`src/rtl/sarc_pkg.sv`:
```
// Shared types for the SAR conversion controller.
package sarc_pkg;

    // Controller phase: power-up DAC reset, idle, bit search, sampling window.
    typedef enum logic [1:0] {
        ST_INIT  = 2'd0,
        ST_IDLE  = 2'd1,
        ST_CONV  = 2'd2,
        ST_TRACK = 2'd3
    } sarc_state_t;

endpackage

```
`src/rtl/sarc_sequencer.sv`:
```
// Phase sequencer for the SAR conversion controller.
// Does: decides when a conversion starts, counts NBITS search cycles with
// hold high, then SAMPLE_CYCLES sampling cycles with eoc in the first and the
// DAC reset strobe in the second. Also issues the power-up DAC reset.
// Assumes: soc is synchronous to clk; SAMPLE_CYCLES >= 2 so that the DAC reset
// strobe fits inside the sampling window.
module sarc_sequencer
    import sarc_pkg::*;
#(
    parameter int NBITS         = 10,
    parameter int SAMPLE_CYCLES = 3
) (
    input  logic clk,
    input  logic rst_n,
    input  logic soc,
    output logic start_o,
    output logic step_o,
    output logic hold_o,
    output logic eoc_o,
    output logic dac_rst_o
);

    localparam int MAXC = (NBITS > SAMPLE_CYCLES) ? NBITS : SAMPLE_CYCLES;
    localparam int CW   = (MAXC > 2) ? $clog2(MAXC) : 1;
    localparam logic [CW-1:0] CONV_LAST  = CW'(NBITS - 1);
    localparam logic [CW-1:0] TRACK_LAST = CW'(SAMPLE_CYCLES - 1);
    localparam logic [CW-1:0] RST_SLOT   = CW'(1);

    sarc_state_t   state;
    logic [CW-1:0] cnt;
    logic          last_track;

    // Last sampling cycle: the earliest point a new start is accepted.
    assign last_track = (state == ST_TRACK) && (cnt == TRACK_LAST);

    // Start is accepted only when idle or in the final sampling cycle.
    assign start_o = soc && ((state == ST_IDLE) || last_track);

    // Output decode from the registered phase and counter.
    always_comb begin
        step_o    = (state == ST_CONV);
        hold_o    = (state == ST_CONV);
        eoc_o     = (state == ST_TRACK) && (cnt == '0);
        dac_rst_o = (state == ST_INIT) || ((state == ST_TRACK) && (cnt == RST_SLOT));
    end

    // Phase register and cycle counter.
    always_ff @(posedge clk) begin
        if (!rst_n) begin
            state <= ST_INIT;
            cnt   <= '0;
        end else begin
            case (state)
                ST_INIT: begin
                    state <= ST_IDLE;
                    cnt   <= '0;
                end
                ST_IDLE: begin
                    if (start_o) begin
                        state <= ST_CONV;
                    end
                    cnt <= '0;
                end
                ST_CONV: begin
                    if (cnt == CONV_LAST) begin
                        state <= ST_TRACK;
                        cnt   <= '0;
                    end else begin
                        cnt <= cnt + 1'b1;
                    end
                end
                default: begin
                    if (last_track) begin
                        state <= start_o ? ST_CONV : ST_IDLE;
                        cnt   <= '0;
                    end else begin
                        cnt <= cnt + 1'b1;
                    end
                end
            endcase
        end
    end

    AST_SOC_IGNORED_CONV: assert property (@(posedge clk) disable iff (!rst_n)
        (state == ST_CONV && cnt != CONV_LAST) |=> (state == ST_CONV));
    AST_SOC_IGNORED_TRACK: assert property (@(posedge clk) disable iff (!rst_n)
        (state == ST_TRACK && !last_track) |=> (state == ST_TRACK));
    AST_INIT_ONCE: assert property (@(posedge clk) disable iff (!rst_n)
        (state == ST_INIT) |=> (state == ST_IDLE));

endmodule

```
`src/rtl/sarc_search_reg.sv`:
```
// Successive-approximation register.
// Does: on start loads the MSB as the first trial; on every step keeps or
// clears the bit under trial according to cmp and sets the next lower bit.
// Holds its value whenever neither start nor step is active.
// Assumes: start and step are never high in the same cycle; step is given for
// exactly NBITS cycles after each start.
module sarc_search_reg #(
    parameter int NBITS = 10
) (
    input  logic             clk,
    input  logic             rst_n,
    input  logic             start_i,
    input  logic             step_i,
    input  logic             cmp_i,
    output logic [NBITS-1:0] code_o
);

    localparam int MSB = NBITS - 1;
    localparam logic [NBITS-1:0] MSB_ONLY = NBITS'(1) << MSB;

    logic [NBITS-1:0] ptr;
    logic [NBITS-1:0] ptr_dn;
    logic [NBITS-1:0] code_nxt;

    // Position of the next trial bit, one below the current one.
    assign ptr_dn = ptr >> 1;

    // Per-bit next value: load, decide, set next trial, or hold.
    for (genvar b = 0; b < NBITS; b++) begin : g_bit
        assign code_nxt[b] = start_i ? 1'(b == MSB)
                           : !step_i ? code_o[b]
                           : ptr[b]   ? cmp_i
                           : ptr_dn[b] ? 1'b1
                           : code_o[b];
    end

    // Code and trial-pointer registers.
    always_ff @(posedge clk) begin
        if (!rst_n) begin
            code_o <= '0;
            ptr    <= '0;
        end else begin
            code_o <= code_nxt;
            if (start_i) begin
                ptr <= MSB_ONLY;
            end else if (step_i) begin
                ptr <= ptr_dn;
            end
        end
    end

    AST_PTR_ONEHOT: assert property (@(posedge clk) disable iff (!rst_n)
        $onehot0(ptr));
    AST_DECIDE_CMP: assert property (@(posedge clk) disable iff (!rst_n)
        (step_i && !start_i && ptr[0]) |=> (code_o[0] == $past(cmp_i)));

endmodule

```
`src/rtl/sar_conv_ctrl.sv`:
```
// SAR ADC conversion controller, top level.
// Does: joins the phase sequencer and the approximation register, and drives
// hold, eoc, the DAC reset strobe and the code to the analog front end.
// Assumes: cmp is valid and synchronous to clk for the bit under trial by the
// end of each hold cycle.
module sar_conv_ctrl #(
    parameter int NBITS         = 10,
    parameter int SAMPLE_CYCLES = 3
) (
    input  logic             clk,
    input  logic             rst_n,
    input  logic             soc,
    input  logic             cmp,
    output logic             hold,
    output logic             dac_rst,
    output logic             eoc,
    output logic [NBITS-1:0] code
);

    localparam logic [NBITS-1:0] FIRST_TRIAL = NBITS'(1) << (NBITS - 1);

    logic start;
    logic step;

    // Phase sequencing and strobes.
    sarc_sequencer #(
        .NBITS        (NBITS),
        .SAMPLE_CYCLES(SAMPLE_CYCLES)
    ) u_seq (
        .clk      (clk),
        .rst_n    (rst_n),
        .soc      (soc),
        .start_o  (start),
        .step_o   (step),
        .hold_o   (hold),
        .eoc_o    (eoc),
        .dac_rst_o(dac_rst)
    );

    // Binary search register.
    sarc_search_reg #(
        .NBITS(NBITS)
    ) u_sar (
        .clk    (clk),
        .rst_n  (rst_n),
        .start_i(start),
        .step_i (step),
        .cmp_i  (cmp),
        .code_o (code)
    );

    AST_EOC_AFTER_HOLD: assert property (@(posedge clk) disable iff (!rst_n)
        eoc |-> ($past(hold) && !hold));
    AST_EOC_SINGLE: assert property (@(posedge clk) disable iff (!rst_n)
        eoc |=> !eoc);
    AST_DACRST_AFTER_EOC: assert property (@(posedge clk) disable iff (!rst_n)
        eoc |=> (dac_rst && !eoc));
    AST_FIRST_TRIAL: assert property (@(posedge clk) disable iff (!rst_n)
        $rose(hold) |-> (code == FIRST_TRIAL));
    AST_CODE_STABLE: assert property (@(posedge clk) disable iff (!rst_n)
        (!hold && !start) |=> $stable(code));

endmodule

```
`config.mk`:
```
export PLATFORM = sky130hd
export DESIGN_NAME = sar_conv_ctrl
export DESIGN_NICKNAME = d
export VERILOG_FILES = /design/src/rtl/sarc_pkg.sv /design/src/rtl/sarc_sequencer.sv /design/src/rtl/sarc_search_reg.sv /design/src/rtl/sar_conv_ctrl.sv
export SDC_FILE = /design/constraint.sdc
export NUM_CORES = 1
export LEC_CHECK = 0
export ABC_CLOCK_PERIOD_IN_PS = 3500
export BUFFER_PORTS_ARGS = -buffer_cell sky130_fd_sc_hd__buf_2
export CORE_MARGIN = 10
export CORE_UTILIZATION = 63
export CTS_BUF_LIST = sky130_fd_sc_hd__clkbuf_2
export DETAILED_ROUTE_END_ITERATION = 8
export MAX_ROUTING_LAYER = met4
export PLACE_DENSITY = 0.95
export SLEW_MARGIN = 20
export SYNTH_ARGS = -nofsm -noshare
export SYNTH_HDL_FRONTEND = slang
export SYNTH_SLANG_ARGS = --single-unit
```
`constraint.sdc`:
```
create_clock -name clk -period 3.5 [get_ports clk]
set_input_delay 0.35 -clock clk [delete_from_list [all_inputs] [get_ports clk]]
set_output_delay 0.35 -clock clk [all_outputs]
set_load 0.01 [all_outputs]
```
# After elaboration in Yosys (flattened, before gate mapping)
# Cells that the tools add are included.
# word_totals
register_bits,26
input_bits,4
output_inout_bits,13
wordCells,88
# classes
addsub,1
eq_ne,8
mux,31
bitwise,1
n_reduce_logical,33
# op_table
cell,count
2-bit nonzero test,11
1-bit two-way mux,21
10-bit two-way mux,2
2-bit AND reduction,10
2-bit two-way mux,4
4-bit two-way mux,2
4-bit case mux with 2 select lines,1
2-bit case mux with 3 select lines,1
"4-bit by 1-bit adder with 4-bit output, second input constant",1
"2-bit == test, second input constant",2
"4-bit by 1-bit == test with 1-bit output, second input constant",1
"4-bit by 2-bit == test with 1-bit output, second input constant",1
"4-bit == test, second input constant",1
1-bit logical AND,4
4-bit zero test,1
4-bit nonzero test,1
2-bit OR reduction,2
3-bit AND reduction,1
"2-bit by 1-bit == test with 1-bit output, second input constant",1
2-bit zero test,1
1-bit logical OR,2
"2-bit by 1-bit != test with 1-bit output, second input constant",1
"2-bit != test, second input constant",1
1-bit NOT,1

# Depth between registers and ports, before layout
# Gate-level depths: netlist of the first run.
# depth
word_depth,7
ltp_mapped,7
depth_no_buf,6

# Hierarchy
# A second synthesis of the first run with hierarchy kept.
# hier_totals
cells_unflattened,128
hier_area_um2,1327.5
# modules_own_cells
module,instances,cells_each,area_per_inst_um2,seq_area_each_um2
sarc_search_reg,1,77,873.3,400.4
sarc_sequencer,1,51,454.2,120.1

# Worst setup path after synthesis of the first run
# OpenSTA, ideal clock, no wires.
# synth_path
path_kind,reg2reg
from,reg u_seq.state[0]
to,reg u_sar.code_o[8]
setup_ns,0.136
arrival_ns,1.396
required_ns,3.364
slack_ns,1.968
stages_incl_launch_ff,8
n_path_buf,2
synth_period_minus_slack_ns,1.532
path_cell_list,dfxtp_1 ha_1 buf_2 nor4bb_4 o21ai_2 nand2_2 buf_6 a221oi_2
# synth_between
elab_chain_len,5
elab_cells_between_ends,8
cone_classes,eq/ne (3); reduce/logical (5)
# synth_rtl
element,line_no,rtl
start: declaration,sarc_sequencer.sv:29,sarc_state_t state;
start signal: assignment,sarc_sequencer.sv:74,state <= start_o ? ST_CONV : ST_IDLE;
2-bit == test,sarc_sequencer.sv:34,assign last_track = (state == ST_TRACK) && (cnt == TRACK_LAST);
1-bit logical AND,sarc_sequencer.sv:34,
1-bit logical OR,sarc_sequencer.sv:37,assign start_o = soc && ((state == ST_IDLE) || last_track);
1-bit logical AND,sarc_sequencer.sv:37,
2-bit OR reduction (no source line),--,
end signal: assignment,sarc_search_reg.sv:43,code_o <= code_nxt;
end: declaration,sarc_search_reg.sv:15,output logic [NBITS-1:0] code_o
# Several ways; a longest one is shown, not always the timed one.
# A chain may end at the register's enable or synchronous reset.

# Worst setup path after layout of the first run
# layout_path
from,reg u_seq.state[0]
to,out hold
# layout_between
elab_chain_len,1
# layout_rtl
element,line_no,rtl
2-bit == test,sarc_sequencer.sv:42,hold_o = (state == ST_CONV);
end: declaration,sar_conv_ctrl.sv:14,"output logic hold,"
# Every way passes these cells.

==> results of run 1 <==
[report_power, final]
| part | switching, mW | internal, mW |
|---|---|---|
| combinational | 0.128 | 0.0922 |
| sequential | 0.0173 | 0.315 |
| clock | 0.0898 | 0.0984 |
| total | 0.235 | 0.506 |
[final timing paths]
path                                start                      endpoint  cells after the start
max           u_seq.state[0]$_SDFFE_PN0P_                          hold                      3
min                                   soc  u_sar.code_o[9]$_SDFFE_PN0P_                      3
max reg2reg   u_seq.state[0]$_SDFFE_PN0P_  u_sar.code_o[5]$_SDFFE_PP0P_                      4
min reg2reg  u_sar.code_o[3]$_SDFFE_PP0P_  u_sar.code_o[3]$_SDFFE_PP0P_                      2
[state kept, by name (all words and copies together), names as in the netlist]
signal        flops
u_sar.ptr        10
u_sar.code_o     10
u_seq.cnt         4
u_seq.state       2
[kinds of logic (layout without fill, tap and decap cells)]
kind of cell	count (synthesis)	after routing	synth area share
xor+xnor	2	2	0.0142
mux	9	9	0.0730
fa+ha+maj	8	8	0.0811
flops	26	26	0.421
simple gates	32	32	0.159
compound gates	32	32	0.184
buf+inv	19	33	0.0669
[cell type report]
cell class                      count  area, um2
Timing Repair Buffer               16       80.1
Sequential cell                    26        520
Multi-Input combinational cell     83        632
Fill cell                         123        425
Clock inverter                      1       30.0
Tap cell                           25       31.3
Inverter                           13       48.8
Clock buffer                        3       15.0
[routing by layer]
layer  vias to the layer above  track usage
met3                         5       0.0348
met2                        22        0.201
met4                         0       0.0481
met1                       446        0.128
met5                         -            -
li1                        483            -
[metrics by stage]
stage,total power [mW],hold slack [ns],worst slack [ns],std cells
2_1_floorplan,0.512,0.446,1.97,128
3_3_place_gp,0.542,0.453,1.48,163
3_5_place_dp,0.557,0.457,1.37,163
4_1_cts,0.742,0.263,1.23,167
5_1_grt,0.783,0.247,1.09,167
6_report,0.741,0.274,1.23,167
[layout by cell type, fill, tap and decap left out, types with 2 or more instances in the layout]
cell type  instances
a21boi_1           2
a21oi_1            2
a221oi_1           8
a221oi_2           2
and2_1             2
buf_2             16
clkbuf_2           3
dfxtp_1           26
ha_1               8
inv_1             13
mux2i_1            9
nand2_1            2
nand2b_1           3
nand3_1            2
nand3b_1           3
nor2_1             8
nor2b_1            2
nor3_1             4
o211ai_1           2
o21ai_0           10
o21ai_1            3
[worst reg2reg max path, stage by stage, from the launching register on]
cell      delay (ns)
dfxtp_1         0.40
inv_1           0.09
ha_1            0.80
nor2b_1         0.61
a221oi_1        0.19
==> results.txt, run 1 <==
Final nets - 155
most common cell in the synthesized netlist - dfxtp_1
Worst-Skew Late Latency - 0.35 ns
DR WL/cell - 14.3 um
Tightest Hold Check Type - in -> reg
Max Clk Rate - 441 MHz
family with the most delay on the worst path - adder cells
final count of hold timing violations - 0
post-CTS sizing - 0
max-slew violations - 0
row count - 15
run status - finished clean
CP Capture Type - output pin
Total GRT Usage - 0.119
final wirelength - 2380 um
die area - 0.00413 mm2
count of final setup violators - 0
CTS clk-pin slew, worst paths - 0.23 ns
initial core utilization - 0.693
Horiz. Die Dim - 64.3 um
Synth area leader - dfxtp_1
first-pass GRT wire length - 4010 um
clk root buf - clkbuf_2
Metal-1 WL - 1030 um
DR WL met2 - 1170 um
max_slew headroom - 0.351
Async S/R FF share, synth - 0
Via density - 5.72
GPL Wtd Cong - 0.803
Synth Area per Inst - 9.65 um2
Post-Syn Area - 0.00123 mm2
top sig layer - met4
Vias - 956
Critical Path Max Stage Delay - 0.80 ns
setup slack, reg-to-reg - 1.30 ns
ant diodes - 0
number of flops mapped to enable cells by yosys - 0
First-pass DRT Iterations - 4
DRT iter0 DRCs - 27
fin crit share - 0.648
H-tree levels - 1
share of the synthesized area in the top cell type - 0.421
flops & latches, synth - 26
power per cell area - 546 mW/mm2
clk sinks - 26
hold_buf cts - 0
Layout Skew - 0.00416 ns
max-capacitance violation count - 0
utilization after layout - 0.761
RSZ-0062 raised after global routing - no
crit path max fanout - 27
WP data required - 3.15 ns
layout cells sized above 1 - 0.176
residual DRC count - 0
min Tclk post-route - 2.27 ns
CTS buffer count - 3
ys flop type - dfxtp_1
sequential share of the synthesized area - 0.421
layout overhead on the synthesized area - 9.93%
Die Y - 64.3 um
CP startpoint kind - register
Post-Synthesis Cells - 128
cells along the critical path - inv_1 -> ha_1 -> buf_2
Mapped Nets - 140
Critical Path Slowest Stage Cell - ha_1
crit path buf inv count - 2
largest net degree at the start of global routing - 28
Commonest cells post-synth - dfxtp_1, inv_1, o21ai_0, mux2i_1
vias in the first global route - 927
leak pwr - 0.510 nW
Setup CP Type - reg -> out
grt ovf - 0
initial antenna violation count - 0
Cell variety after synth - 34
number of setup buffers added after CTS - 0
worst path arrival time - 1.92 ns
Slew @ Worst Pin - 0.973 ns
Setup TNS - 0 ns
Buffers on Ports - 16
core area - 0.00178 mm2
number of I/O pins - 17
CTS tree - built
Design Area, Final - 0.00136 mm2
Max IR drop VDD - 519 uV
Cell Area, Placed - 0.00131 mm2
number of synthesis warnings - 0
Final HPWL DP - 1700 um
Antenna Nets Post-Route - 0
wire length on met3 - 146 um
Synth area leaders - dfxtp_1, ha_1, mux2i_1
CTS max path bufs - 2
Note: power is estimated with default switching activity, not from simulation.
==> run 2: changes to the inputs <==
ABC_CLOCK_PERIOD_IN_PS = 2000   (was 3500)
CORE_UTILIZATION = 53   (was 63)
PLACE_DENSITY = 0.87   (was 0.95)
clock period = 2 ns   (was 3.5 ns; I/O delays follow)
==> results.txt, run 2 (same netlist as run 1, synthesis figures left out) <==
DP Cell Count - 167 (+2.5%)
min Tclk post-route - 1.78 ns
Setup CP Type - reg -> out
fin crit share - 0.892
clock network fraction of total power - 0.152 (-0.102)
CTS clk-pin slew, worst paths - 0.21 ns (-0.02 ns)
die area - 0.00466 mm2 (+13%)
H-tree levels - 1 (unchanged)
area occupied by multi-input gates - 634 um2 (+0.40%)
ant diodes - 0 (unchanged)
core area - 0.00221 mm2 (+24%)
hold_buf cts - 0 (unchanged)
final std cells w/o fill - 170 (+1.8%)
initial core utilization - 0.558 (-0.134)
Horiz. Die Dim - 68.3 um (+6.2%)
Logic pwr share - 0.339 (+0.042)
commonest non-fill, non-tap cell in the layout - dfxtp_1
CTS tree - built
WP data required - 1.80 ns (-1.35 ns)
final wirelength - 2200 um (-7.7%)
count of final setup violators - 0 (unchanged)
Total GRT Usage - 0.105 (-0.0146)
clk sinks - 26 (unchanged)
max-slew violations - 0 (unchanged)
Worst-Skew Late Latency - 0.32 ns (-0.03 ns)
Buffers on Ports - 16 (unchanged)
Layout Skew - 0.00313 ns (-0.00102 ns)
CTS buffer count - 3 (unchanged)
GPL Wtd Cong - 0.760 (-5.4%)
max_slew headroom - 0.553 (+0.201)
crit path max fanout - 21 (-22%)
vias in the first global route - 872 (-5.9%)
Die Y - 68.3 um (+6.2%)
overall power - 1.15 mW (+55%)
layout overhead on the synthesized area - 8.61%
P_sw - 0.387 mW (+65%)
CP startpoint kind - register
first-pass GRT wire length - 3770 um (-5.8%)
Max IR drop VDD - 580 uV (+12%)
residual DRC count - 0 (unchanged)
Cell Area, Placed - 0.00132 mm2 (+0.86%)
final count of hold timing violations - 0 (unchanged)
Slew @ Worst Pin - 0.669 ns (-0.303 ns)
Vias - 930 (-2.7%)
Via density - 5.47 (-4.4%)
First-pass DRT Iterations - 4 (unchanged)
clk root buf - clkbuf_2
run status - finished clean
layout cells sized above 1 - 0.183 (+0.00704)
RSZ-0062 raised after global routing - no
sequential share of power - 0.508 (+0.059)
DRT iter0 DRCs - 45 (+67%)
max-capacitance violation count - 0 (unchanged)
Regs by FF count - u_sar.code_o: 10 flops, u_sar.ptr: 10 flops, u_seq.cnt: 4 flops
leading cell types in the layout, fill and taps excluded - dfxtp_1, buf_2, inv_1
Final nets - 156 (+0.65%)
Final HPWL DP - 1670 um (-2.1%)
Filler cells - 199 (+62%)
number of I/O pins - 17 (unchanged)
Antenna Nets Post-Route - 0 (unchanged)
power per cell area - 854 mW/mm2 (+57%)
initial antenna violation count - 0 (unchanged)
Tightest Hold Check Type - in -> reg
DR WL/cell - 12.9 um (-9.3%)
P_int - 0.758 mW (+50%)
Setup TNS - 0 ns (unchanged)
hold slack final - 0.161 ns (-0.114 ns)
row count - 17 (+2)
CP Capture Type - output pin
Sequential cell area - 520 um2 (unchanged)
Max Clk Rate - 561 MHz
switching part of the total - 0.338 (+0.0210)
leak pwr - 0.499 nW (-2.2%)
largest net degree at the start of global routing - 22 (-21%)
CTS max path bufs - 2 (unchanged)
Design Area, Final - 0.00134 mm2 (-1.2%)
worst path arrival time - 1.58 ns (-0.34 ns)
grt ovf - 0 (unchanged)
## run 2: cell types whose count changed in the layout (fill, tap and decap cells not counted), sizes merged
cell	before	now
buf	16	17
bufinv	1	0
## run 2: metrics by stage
stage                     utilization  setup WS [ns]
after floorplan                     -          0.468
final                           0.606          0.216
after global placement          0.598          0.356
after detailed placement        0.598          0.264
after global routing            0.606         0.0474
after CTS                       0.605          0.126
## run 2: cell type report
type / count / area share
repair buffers: 17 / 0.0653
well taps: 28 / 0.0261
flip-flops and latches: 26 / 0.388
multi-input cells: 83 / 0.473
clock buffers: 3 / 0.0112
inverters: 13 / 0.0364
## run 2: path summary, 6_finish.rpt
check	from	endpoint	slack (ns)	cells past startpoint
worst min register to register	u_sar.code_o[8]$_SDFFE_PP0P_	u_sar.code_o[8]$_SDFFE_PP0P_	0.48	2
worst max-delay path	u_seq.state[0]$_SDFFE_PN0P_	hold	0.22	4
worst max register to register	u_seq.cnt[0]$_SDFF_PN0_	u_sar.code_o[0]$_SDFFE_PP0P_	0.26	6
worst min-delay path	soc	u_sar.ptr[9]$_SDFFE_PN0P_	0.16	3
## run 2: power groups by stage
stage | Sequential, mW | Clock [mW] | Combinational [mW]
after detailed placement | 0.592 | 0 | 0.387
final | 0.583 | 0.175 | 0.389
after floorplan | 0.588 | 0 | 0.307
after global routing | 0.587 | 0.214 | 0.441
after global placement | 0.587 | 0 | 0.374
after CTS | 0.582 | 0.188 | 0.390
## run 2: repair_timing
item	CTS	global route
resized for setup	0	1
buffers inserted	0	0
setup endpoints to repair	0	2
## run 2: layer usage
layer,vias to the layer above,track usage,wire [um]
met5,-,-,0
li1,482,-,-
met2,25,0.160,993
met4,0,0.0477,28
met3,4,0.0294,139
met1,419,0.124,1040
## run 2: critical path, stage by stage, from the launching register on
cell	delay, ns
dfxtp_1	0.39
inv_1	0.09
ha_1	0.30
buf_4	0.30
buf_2	0.18
==> run 3: changes to the inputs <==
PLACE_DENSITY = 0.86   (was 0.87)
==> results.txt, run 3 (same netlist as run 1, synthesis figures left out) <==
crit path max fanout - 21 (unchanged)
Tightest Hold Check Type - in -> reg
Antenna Nets Post-Route - 0 (unchanged)
Vias - 934 (+0.43%)
die area - 0.00466 mm2 (unchanged)
core area - 0.00221 mm2 (unchanged)
R2R cell count - 6 (unchanged)
Reg-to-Reg Start - u_seq.cnt[0]$_SDFF_PN0_
Horiz. Die Dim - 68.3 um (unchanged)
Via density - 5.46 (-0.16%)
initial antenna violation count - 0 (unchanged)
Max IR drop VDD - 758 uV (+31%)
initial core utilization - 0.558 (unchanged)
final count of hold timing violations - 0 (unchanged)
number of setup buffers added after CTS - 0 (unchanged)
WP data required - 1.80 ns (about the same)
layout cells sized above 1 - 0.182 (-0.00128)
clk root buf - clkbuf_2
fin crit share - 0.899 (+0.00715)
Worst-Skew Late Latency - 0.33 ns (about the same)
layout overhead on the synthesized area - 8.92%
residual DRC count - 0 (unchanged)
Design Area, Final - 0.00135 mm2 (+0.28%)
Filler cells - 210 (+5.5%)
Die Y - 68.3 um (unchanged)
WHS Path Cells - 3 (unchanged)
Layout Skew - 0.0121 ns (+0.00893 ns)
Setup TNS - 0 ns (unchanged)
Hold Path Origin - soc
max_slew headroom - 0.553 (about the same)
CP startpoint kind - register
grt ovf - 0 (unchanged)
number of I/O pins - 17 (unchanged)
final wirelength - 2380 um (+8.4%)
run status - finished clean
Setup CP Type - reg -> out
Crit Reg-Reg Endpoint - u_sar.code_o[7]$_SDFFE_PP0P_
WHS Endpoint - u_sar.ptr[9]$_SDFFE_PN0P_
RSZ-0062 raised after global routing - no
CTS clk-pin slew, worst paths - 0.21 ns (about the same)
largest net degree at the start of global routing - 22 (unchanged)
count of final setup violators - 0 (unchanged)
vias in the first global route - 926 (+6.2%)
leak pwr - 0.501 nW (+0.31%)
commonest non-fill, non-tap cell in the layout - dfxtp_1
row count - 17 (unchanged)
Buffers on Ports - 16 (unchanged)
Cell Area, Placed - 0.00132 mm2 (unchanged)
CTS max path bufs - 2 (unchanged)
ant diodes - 0 (unchanged)
max-capacitance violation count - 0 (unchanged)
H-tree levels - 1 (unchanged)
min Tclk post-route - 1.80 ns (+0.0143 ns)
Final nets - 156 (unchanged)
CP Capture Type - output pin
Final HPWL DP - 1800 um (+7.8%)
max-slew violations - 0 (unchanged)
Max Clk Rate - 556 MHz (-0.80%)
Total GRT Usage - 0.112 (+0.00723)
CP Launch Point - u_seq.state[0]$_SDFFE_PN0P_
clk sinks - 26 (unchanged)
Regs by FF count - u_sar.code_o: 10 flops, u_sar.ptr: 10 flops, u_seq.cnt: 4 flops
DR WL/cell - 13.9 um (+7.7%)
GPL Wtd Cong - 0.774 (+1.8%)
leading cell types in the layout, fill and taps excluded - dfxtp_1, buf_2, inv_1
worst path arrival time - 1.60 ns (+0.02 ns)
DRT iter0 DRCs - 34 (-24%)
First-pass DRT Iterations - 4 (unchanged)
first-pass GRT wire length - 4000 um (+5.9%)
Slew @ Worst Pin - 0.669 ns (-0.000820 ns)
utilization after layout - 0.608 (+0.00170)
setup slack, reg-to-reg - 0.26 ns (about the same)
CTS buffer count - 3 (unchanged)
CTS tree - built
power per cell area - 863 mW/mm2 (+0.96%)
run 3: cell count changes in the layout (fill, tap and decap cells not counted), sizes merged:
cell / change
clkinv: +1
run 3: per-layer routing:
metal	wire, um	track usage	part of all wire	vias up
met4	19	0.0528	0.0080	0
li1	-	-	-	482
met3	119	0.0261	0.050	2
met1	1080	0.123	0.45	435
met5	0	-	0	-
met2	1160	0.186	0.49	15
run 3: worst max-delay path, stage by stage (launching register included):
cell and delay [ns]:
dfxtp_1 0.39, inv_1 0.09, ha_1 0.31, buf_4 0.31, buf_2 0.18
run 3: stage by stage:
step                      hold WS, ns  instances  setup slack [ns]  power [mW]
after global routing            0.137        171            0.0368        1.25
after floorplan                 0.322        128             0.468       0.896
final                           0.151        171             0.202        1.16
after global placement          0.452        167             0.353       0.963
after detailed placement        0.455        167             0.247       0.985
after CTS                       0.124        171             0.101        1.17
run 3: report_power, final:
part           switching (mW)  total (mW)  internal [mW]
clock                   0.143       0.186         0.0435
sequential             0.0284       0.580          0.552
combinational           0.228       0.394          0.166
run 3: worst max-delay path by stage:
| stage | end |
|---|---|
| finish | hold |
| global route | eoc |
| CTS | eoc |
| detailed placement | u_sar.code_o[0]$_SDFFE_PP0P_ |
| global placement | u_sar.code_o[2]$_SDFFE_PP0P_ |
| floorplan | u_sar.code_o[8]$_SDFFE_PP0P_ |
run 3: timing repair:
action	4_1_cts	5_1_grt
endpoints found under the hold margin	0	0
hold buffers	0	0
setup endpoints to repair	0	2
gates resized for setup	0	1
run 3: layout make-up:
class / count / area, um2 / share of cell area
clock buffers: 3 / 15.0 / 0.0112
clock inverters: 1 / 3.75 / 0.00279
inverters: 13 / 48.8 / 0.0363
multi-input cells: 83 / 634 / 0.472
flip-flops and latches: 26 / 520 / 0.387
well taps: 28 / 35.0 / 0.0260
repair buffers: 17 / 87.6 / 0.0651
